--- src/rtl/imp_cal.sv ---
module imp_cal #(
  parameter int CODE_W   = 6,
  parameter int INTERVAL = 1024
) (
  input  logic              clk,
  input  logic              rst_n,
  input  logic              cmp_high,
  input  logic              in_band,
  output logic [CODE_W-1:0] code,
  output logic              upd
);
  localparam int CNT_W = (INTERVAL > 1) ? $clog2(INTERVAL) : 1;
  localparam logic [CODE_W-1:0] CODE_MID = CODE_W'(1) << (CODE_W - 1);
  localparam logic [CODE_W-1:0] CODE_TOP = {CODE_W{1'b1}};
  localparam logic [CNT_W-1:0]  CNT_END  = CNT_W'(INTERVAL - 1);

  logic [CNT_W-1:0] cnt;
  logic fire, at_top, at_bot;

  assign fire   = (cnt == CNT_END);
  assign at_top = (code == CODE_TOP);
  assign at_bot = (code == '0);

  always_ff @(posedge clk) begin
    if (!rst_n) begin
      cnt <= '0;
      upd <= 1'b0;
    end else begin
      cnt <= fire ? '0 : cnt + 1'b1;
      upd <= fire;
    end
  end

  always_ff @(posedge clk) begin
    if (!rst_n)
      code <= CODE_MID;
    else if (fire && !in_band) begin
      if (cmp_high && !at_top)
        code <= code + 1'b1;
      else if (!cmp_high && !at_bot)
        code <= code - 1'b1;
    end
  end
endmodule

--- config.mk ---
export PLATFORM = sky130hd
export DESIGN_NAME = imp_cal
export DESIGN_NICKNAME = d
export VERILOG_FILES = /design/src/rtl/imp_cal.sv
export SDC_FILE = /design/constraint.sdc
export NUM_CORES = 1
export LEC_CHECK = 0
export CAP_MARGIN = 30
export CORE_ASPECT_RATIO = 0.7
export CORE_MARGIN = 2
export CORE_UTILIZATION = 42
export DETAILED_ROUTE_END_ITERATION = 10
export GPL_ROUTABILITY_DRIVEN = 0
export GPL_TIMING_DRIVEN = 0
export PLACE_DENSITY = 0.62
export SETUP_SLACK_MARGIN = 0.4
export SLEW_MARGIN = 5
export SYNTH_ARGS = -nofsm -noshare
export SYNTH_HDL_FRONTEND = slang
export SYNTH_SLANG_ARGS = --single-unit
--- constraint.sdc ---
create_clock -name clk -period 4.4 [get_ports clk]
set_input_delay 0.66 -clock clk [delete_from_list [all_inputs] [get_ports clk]]
set_output_delay 0.66 -clock clk [all_outputs]
set_load 0.01 [all_outputs]
Word-level counts from Yosys, hierarchy flattened
Index checks and enable logic that the tools add are counted.
- add/subtract/negate cells: 3
- equal/unequal tests: 2
- multiplexer cells: 2
- bitwise operators: 1
- reduce and logical (&&, ||, !) cells: 11
- operator list (cell ; count):
    $mux W6 ; 2
    $add A10 B1 Y10 const B ; 1
    $eq A10 B10 Y1 const B ; 1
    $add A6 B1 Y6 const B ; 1
    $eq A6 B6 Y1 const B ; 1
    $logic_not A6 Y1 ; 1
    $sub A6 B1 Y6 const B ; 1
    $logic_not A1 Y1 ; 4
    $logic_and A1 B1 Y1 ; 3
    $reduce_and A2 Y1 ; 1
    $reduce_bool A2 Y1 ; 1
    $reduce_or A2 Y1 ; 1
    $not A1 Y1 ; 1
- register bits: 17
- bits of input ports: 4
- output and inout bits: 7
- word-level logic and storage cells: 22

Logic depth before layout (Yosys ltp)
Gate-level depths: netlist (run 1).
- word-level depth: 5
- depth in mapped cells: 9
- depth with buffers taken out: 9

Worst setup path after synthesis (run 1)
No wires, ideal clock.
- path type: input to register
- start: in cmp_high
- end: reg code[5]
- library setup time: 0.078 ns
- arrival time: 2.209 ns
- required time: 4.322 ns
- path slack: 2.113 ns
- cell stages on the path: 8
- path buffers: 0
- cell sequence: o21a_1 -> inv_1 -> ha_1 -> a211oi_1 -> o21bai_1 -> a21o_2 -> a221o_1 -> nor3_1
- word-level cells in the longest chain between the ends: 4
- elaborated cells on any way between the ends: 6
- those cells by class: mux: 1; reduce/logical: 5
- ends and longest elaborated chain (item ; RTL line ; text):
    start: declaration ; 7 ; input logic cmp_high,
    $logic_not A1 Y1 ; 40 ; else if (!cmp_high && !at_bot)
    $logic_and A1 B1 Y1 ; 40 ;
    $reduce_bool A2 Y1 (no source line) ; n/a ;
    $reduce_and A2 Y1 (no source line) ; n/a ;
    end signal: assignment ; 39 ; code <= code + 1'b1;
    end signal: assignment ; 41 ; code <= code - 1'b1;
    end: declaration ; 9 ; output logic [CODE_W-1:0] code,
Parallel ways exist; a longest one is shown, timed or not.
A chain may end at the register's enable or synchronous reset.

Worst setup path after layout (run 1)
Ends and elaborated chain as after synthesis.

==> impl_results.md, run 1 <==
- Hold/Removal Path Class: reg2reg
- Htree depth: 1
- Die width: between 50 and 60 um
- IO Pins: 11
- Post-route ant nets: 0
- Iter 0 DRT Violations: 19
- Crit share post-route: between 60% and 70%
- Global route total overflow: 0
- Largest net degree at the start of global routing: 11
- CP Max Fanout: 6
- Drt wl/cell: about 13 um
- Hold depth: 1
- Vias post-DR: between 600 and 700
- Setup slack, reg-to-reg: 1860 ps
- Clk sinks: 17
- Slew Viols, Final: 0
- Post_cts resized: 0
- CTS tree: yes
- Clock period minus worst slack: 2830 ps
- Max VDD drop: between 0.1 and 0.15 mV
- RSZ-0062 raised after global routing: false
- Area occupied by registers: ~340 sq um
- Area Growth Syn to Fin: 17.2%
- R2r startpoint: code[0]
- Hold Path Sink: cnt[0]
- Die H: approximately 43 um
- HP Start: cnt[0]
- Initial antenna violation count: 0
- Via/cell ratio: between 5 and 6
- Leading area contributor after synthesis: dfxtp_1
- Fin. Hold Viols: 0
- Area occupied by multi-input gates: around 540 sq um
- Crit path DAT: 3040 ps
- Detailed Place HPWL: around 1300 um
- Synthesized area: 893 sq um
- Crit end category: register
- Peak Freq: around 350 MHz
- Post-Syn Instances: between 90 and 100
- Total wire length: around 1700 um
- Number of global-route vias before repair: ~660
- Top-area cell type share of the netlist area: a little under two fifths
- Nets: about 120
- Tot GR Track Use: around 16%
- Final setup vio count: 0
- Placement row count: 13
- Initial Utilization: roughly 46%
- Sequential-to-total area share from yosys stat: 38.1%
- Die ar.: roughly 2500 sq um
- Root buf cell: clkbuf_4
- Worst reg2reg path endpoint: code[5]
- Worst Tran Pin Value: between 400 and 500 ps
- Max-cap violations: 0
- Setup_tns: 0 ps
- Total CTS buffers: 3
- Syn nets: roughly 110
- Worst Setup Start Kind: input pin
- Post-CTS Setup Bufs: 0
- Required time of the critical path: 4620 ps
- Rel. slew slack: around 69%
- Flop and latch count out of synthesis: 17
- Ratio of cells with drive above 1 in the final layout: 7.27%
- Status: complete, no violations
- Top area cells in the synthesized netlist: dfxtp_1, nor2_1, ha_1
- R2R depth: 9
- Fillers: 187
- Mean Syn Cell Area: just over 9 sq um
- Finished Core Util: approximately 54%
- Leak: between 0.4 and 0.5 nW
- Finished Layout Cells: approximately 130
- Ratio of total power to cell area: 248 nW/um^2
- IO buf count: 10
- YS warnings: 0
- Cts hold-fix bufs: 0
- # diodes: 0
- Global-route wire length before repair: ~3000 um
- Library cells used by synthesis: 30
- Core ar.: around 1900 sq um
- Skew final: about 12 ps
- Dpl cells: 128
- Clock Path Buffers: 2
- Worst-Skew Late Latency: just under 300 ps
- DR DRC count: 0
- Setup Crit Path Kind: in2reg
- Worst-path clk slew: about 100 ps
- Drt first pass iters: 4
==> power by group <==
group	internal (W)	leakage, nW	switching (W)
sequential	0.000156	0.138	0.00000238
combinational	0.00000763	0.288	0.00000994
clock	0.0000352	0.0150	0.0000483
==> per-layer routing <==
layer	track usage [%]	wire [um]	part of all wire (%)
met3	6.48	107	6.4
met4	4.09	15	0.90
met5	0	0	0
met1	24.4	884	53
met2	20.2	663	40
==> synth_stat cells <==
| cell | instances |
|---|---|
| nand4_1 | 1 |
| a21oi_1 | 3 |
| o21ai_0 | 1 |
| nand3_1 | 6 |
| o21bai_1 | 1 |
| a221o_1 | 1 |
| nor4b_1 | 1 |
| mux2i_1 | 4 |
| nor2_4 | 1 |
| nand3_2 | 1 |
| xor2_1 | 7 |
| nand3b_1 | 1 |
| nor2_1 | 17 |
| a21o_2 | 1 |
| nand2_1 | 5 |
| a21o_1 | 2 |
| o2111ai_4 | 1 |
| dfxtp_1 | 17 |
| a211oi_1 | 2 |
| nor3_1 | 4 |
| o21a_1 | 1 |
| fa_1 | 1 |
| clkbuf_1 | 1 |
| xnor2_1 | 5 |
| and3_2 | 1 |
| nor4_1 | 1 |
| and3_1 | 1 |
| and2b_1 | 1 |
| inv_1 | 2 |
| ha_1 | 5 |
==> placed cells by master, fill, tap and decap left out, types with 2 or more instances in the layout <==
master and n:
nand2_1 5, a21o_1 2, a211oi_1 2, xor2_1 7, nor2_1 17, nand3_1 6, dfxtp_1 17, mux2i_1 4
clkbuf_1 2, clkbuf_4 3, xnor2_1 5, a21oi_1 3, inv_1 2, clkdlybuf4s50_1 10, nor3_1 4, ha_1 5
==> cell families (layout without fill, tap and decap cells) <==
family	count (synthesis)	after routing	share of synthesized area, %
buffers and inverters	3	17	1.26
XOR/XNOR	12	12	11.8
AND/OR/NAND/NOR	41	41	22.8
multiplexers	4	4	4.48
adder cells (fa/ha/maj)	6	6	9.24
flip-flops	17	17	38.1
AO/OA/AOI/OAI	13	13	12.3
==> state kept, by name, summed over array words and instances (netlist names) <==
name and cells:
cnt 10, code 6, upd 1
==> stage by stage <==
step | instance area, sq um | hold slack (ps) | worst slack [ps] | power, W
global placement | 1020 | 452 | 1350 | 0.000179
CTS | 1050 | 480 | 1580 | 0.000262
finish | 1050 | 484 | 1570 | 0.000260
detailed placement | 1020 | 455 | 1290 | 0.000179
floorplan | 893 | 430 | 2110 | 0.000173
global route | 1050 | 509 | 1430 | 0.000271
==> worst max-delay path: stages <==
cell and delay [ps]:
clkdlybuf4s50_1 550, o21a_1 240, inv_1 160, ha_1 320, a211oi_1 280, o21bai_1 130
a21o_2 240, a221o_1 320, nor3_1 150
==> area by class of cell <==
class | count | share of cell area, %
Timing Repair Buffer | 10 | 9.56
Tap cell | 22 | 2.63
Clock buffer | 4 | 2.51
Sequential cell | 17 | 32.5
Multi-Input combinational cell | 76 | 51.7
Buffer | 1 | 0.358
Inverter | 2 | 0.717
==> worst max path at each step <==
stage,to,depth (start not counted),startpoint,slack (ps)
finish,code[5],9,cmp_high,1570
global route,code[5],9,cmp_high,1430
CTS,code[5],9,cmp_high,1580
detailed placement,code[5],9,cmp_high,1290
global placement,code[5],9,cmp_high,1350
floorplan,code[5],8,cmp_high,2110
Note: power is estimated with default switching activity, not from simulation.
==> run 2: changes to the inputs <==
PLACE_DENSITY = 0.64   (was 0.62)
clock period = 2.5 ns   (was 4.4 ns; I/O delays follow)
==> impl_results.md, run 2 (synthesis results as in run 1) <==
- Sequential Power Share: 58.8% (-2.3 points)
- Largest net degree at the start of global routing: 11 (unchanged)
- Skew final: 3.96 ps (-7.66 ps)
- P_int: 0.000348 W (+75%)
- # diodes: 0 (unchanged)
- Setup slack, reg-to-reg: 450 ps (-1410 ps)
- Global route total overflow: 0 (unchanged)
- Leak: 0.501 nW (+14%)
- Crit end category: register
- Max VDD drop: 0.261 mV (+84%)
- Core ar.: 1940 sq um (unchanged)
- Slowest cell on crit path: dfxtp_4
- Worst slack at placement: -225 ps (-1510 ps)
- Clk pwr share: 32.1% (about the same)
- Most common cell after layout, fill and taps aside: nor2_1
- Vias post-DR: 752 (+7.9%)
- Die ar.: 2520 sq um (unchanged)
- Regs by FF count: cnt: 10 flops, code: 6 flops, upd: 1 flops
- Hold depth: 1 (unchanged)
- Nets: 130 (+7.4%)
- Root buf cell: clkbuf_4
- Total wire length: 1950 um (+17%)
- Total CTS buffers: 3 (unchanged)
- Hold/Removal Path Class: reg2reg
- Status: complete, no violations
- Finished Core Util: 62.1% (+8.0 points)
- Tot GR Track Use: 18.1% (+2.1 points)
- Final worst slack: 449 ps (-1120 ps)
- R2r startpoint: code[2]
- Hold Path Sink: cnt[0]
- IO Pins: 11 (unchanged)
- Area Growth Syn to Fin: 34.5%
- Finished Layout Cells: 141 (+6.8%)
- R2R depth: 9 (unchanged)
- HP Start: cnt[0]
- Clock Path Buffers: 2 (unchanged)
- Dpl cells: 128 (unchanged)
- Worst-Skew Late Latency: 290 ps (about the same)
- Fin Hold WS: 483 ps (-0.932 ps)
- RSZ-0062 raised after global routing: true
- Crit path DAT: 2280 ps (-760 ps)
- Drt first pass iters: 4 (unchanged)
- CTS tree: yes
- IO buf count: 10 (unchanged)
- Ratio of total power to cell area: 385 nW/um^2 (+55%)
- Die H: 42.6 um (unchanged)
- Die width: 59.1 um (unchanged)
- Clk sinks: 17 (unchanged)
- Delay of the slowest critical-path stage: 360 ps (-190 ps)
- Setup Crit Path Kind: reg2reg
- Max FFs per register: 10 (unchanged)
- CP Max Fanout: 5 (-1)
- Crit share post-route: roughly 80%
- Worst Setup Start Kind: register
- Commonest cells after routing, fill and taps aside: nor2_1, dfxtp_1, clkdlybuf4s50_1, buf_4, xor2_1
- Ratio of cells with drive above 1 in the final layout: 27.7% (+20 points)
- Slew Viols, Final: 0 (unchanged)
- Peak Freq: about 490 MHz
- Sw frac: 24.9% (+1.5 points)
- Via/cell ratio: 5.33 (+1.0%)
- Worst path cell trace: nand4_1 -> o21a_1 -> inv_2 -> ha_1 -> o21ai_2 -> o21bai_1 -> a21o_2 -> a221o_1 -> nor3_2
- Initial Utilization: 46.2% (unchanged)
- Psw: 0.000115 W (+90%)
- Final setup vio count: 0 (unchanged)
- Iter 0 DRT Violations: 12 (-7)
- Drt wl/cell: 13.9 um (+9.5%)
- Worst Tran Pin Value: 482 ps (+16.2 ps)
- Max-cap violations: 0 (unchanged)
- Combinational fraction of design power: 9.0% (+2.2 points)
- Clock period minus worst slack: roughly 2000 ps
- Htree depth: 1 (unchanged)
- DR DRC count: 0 (unchanged)
- Placement row count: 13 (unchanged)
- Fin. Hold Viols: 0 (unchanged)
- Most flop-heavy register: cnt
- Required time of the critical path: 2730 ps (-1890 ps)
- Post-route ant nets: 0 (unchanged)
- Crit path max-delay family: compound AO/OA/AOI/OAI gates
- Worst-path clk slew: 100 ps (about the same)
- Worst reg2reg path endpoint: code[5]
- Fillers: 166 (-11%)
- Number of global-route vias before repair: 751 (+14%)
- Rel. slew slack: 67.9% (-1.1 points)
- Global-route wire length before repair: 3430 um (+14%)
- Crit path buffers/inverters: 1 (-1)
- Detailed Place HPWL: 1290 um (+0.86%)
- Initial antenna violation count: 0 (unchanged)
- Cts hold-fix bufs: 0 (unchanged)
[run 2: final cells by class]
| class | instances | area, sq um | area share [%] |
|---|---|---|---|
| timing repair buffer | 19 | 166 | 13.9 |
| inverter | 2 | 7.51 | 0.625 |
| sequential | 17 | 363 | 30.2 |
| tap | 22 | 27.5 | 2.29 |
| multi-input combinational | 76 | 606 | 50.4 |
| clock inverter | 1 | 5.00 | 0.417 |
| clock buffer | 3 | 22.5 | 1.88 |
| buffer | 1 | 3.75 | 0.313 |
[run 2: per-layer routing]
metal	global-route usage (%)	wire length [um]
met1	24.6	975
met2	26.4	872
met4	4.55	13
met5	0	0
met3	7.41	92
[run 2: worst max path at each step]
stage / start / end / slack, ps / cells after the start
floorplan: code[4] / code[5] / 400 / 9
global placement: cmp_high / code[5] / -170 / 9
detailed placement: cmp_high / code[5] / -230 / 9
CTS: code[5] / code[5] / 410 / 9
global route: code[2] / code[5] / 330 / 9
finish: code[2] / code[5] / 450 / 9
[run 2: repair_timing]
| item | 4_1_cts | 5_1_grt |
|---|---|---|
| setup buffers | 8 | 1 |
| gates resized for setup | 9 | 8 |
| pin swaps | 1 | 5 |
| gates cloned | 0 | 0 |
| endpoints found under the setup margin | 2 | 2 |
[run 2: power groups by stage]
| stage | Sequential [W] | Clock (W) | Combinational [W] |
|---|---|---|---|
| 3_5_place_dp | 0.000284 | 0 | 0.0000304 |
| 2_1_floorplan | 0.000283 | 0 | 0.0000202 |
| 4_1_cts | 0.000274 | 0.000153 | 0.0000354 |
| 5_1_grt | 0.000273 | 0.000162 | 0.0000456 |
| 3_3_place_gp | 0.000284 | 0 | 0.0000302 |
| 6_report | 0.000272 | 0.000149 | 0.0000417 |
[run 2: metrics by stage]
step | setup TNS, ps | instance area (sq um) | power [W]
after floorplan | 0 | 902 | 0.000303
after global placement | -171 | 1030 | 0.000314
after detailed placement | -225 | 1030 | 0.000314
after CTS | 0 | 1150 | 0.000463
after global routing | 0 | 1200 | 0.000480
final | 0 | 1200 | 0.000463
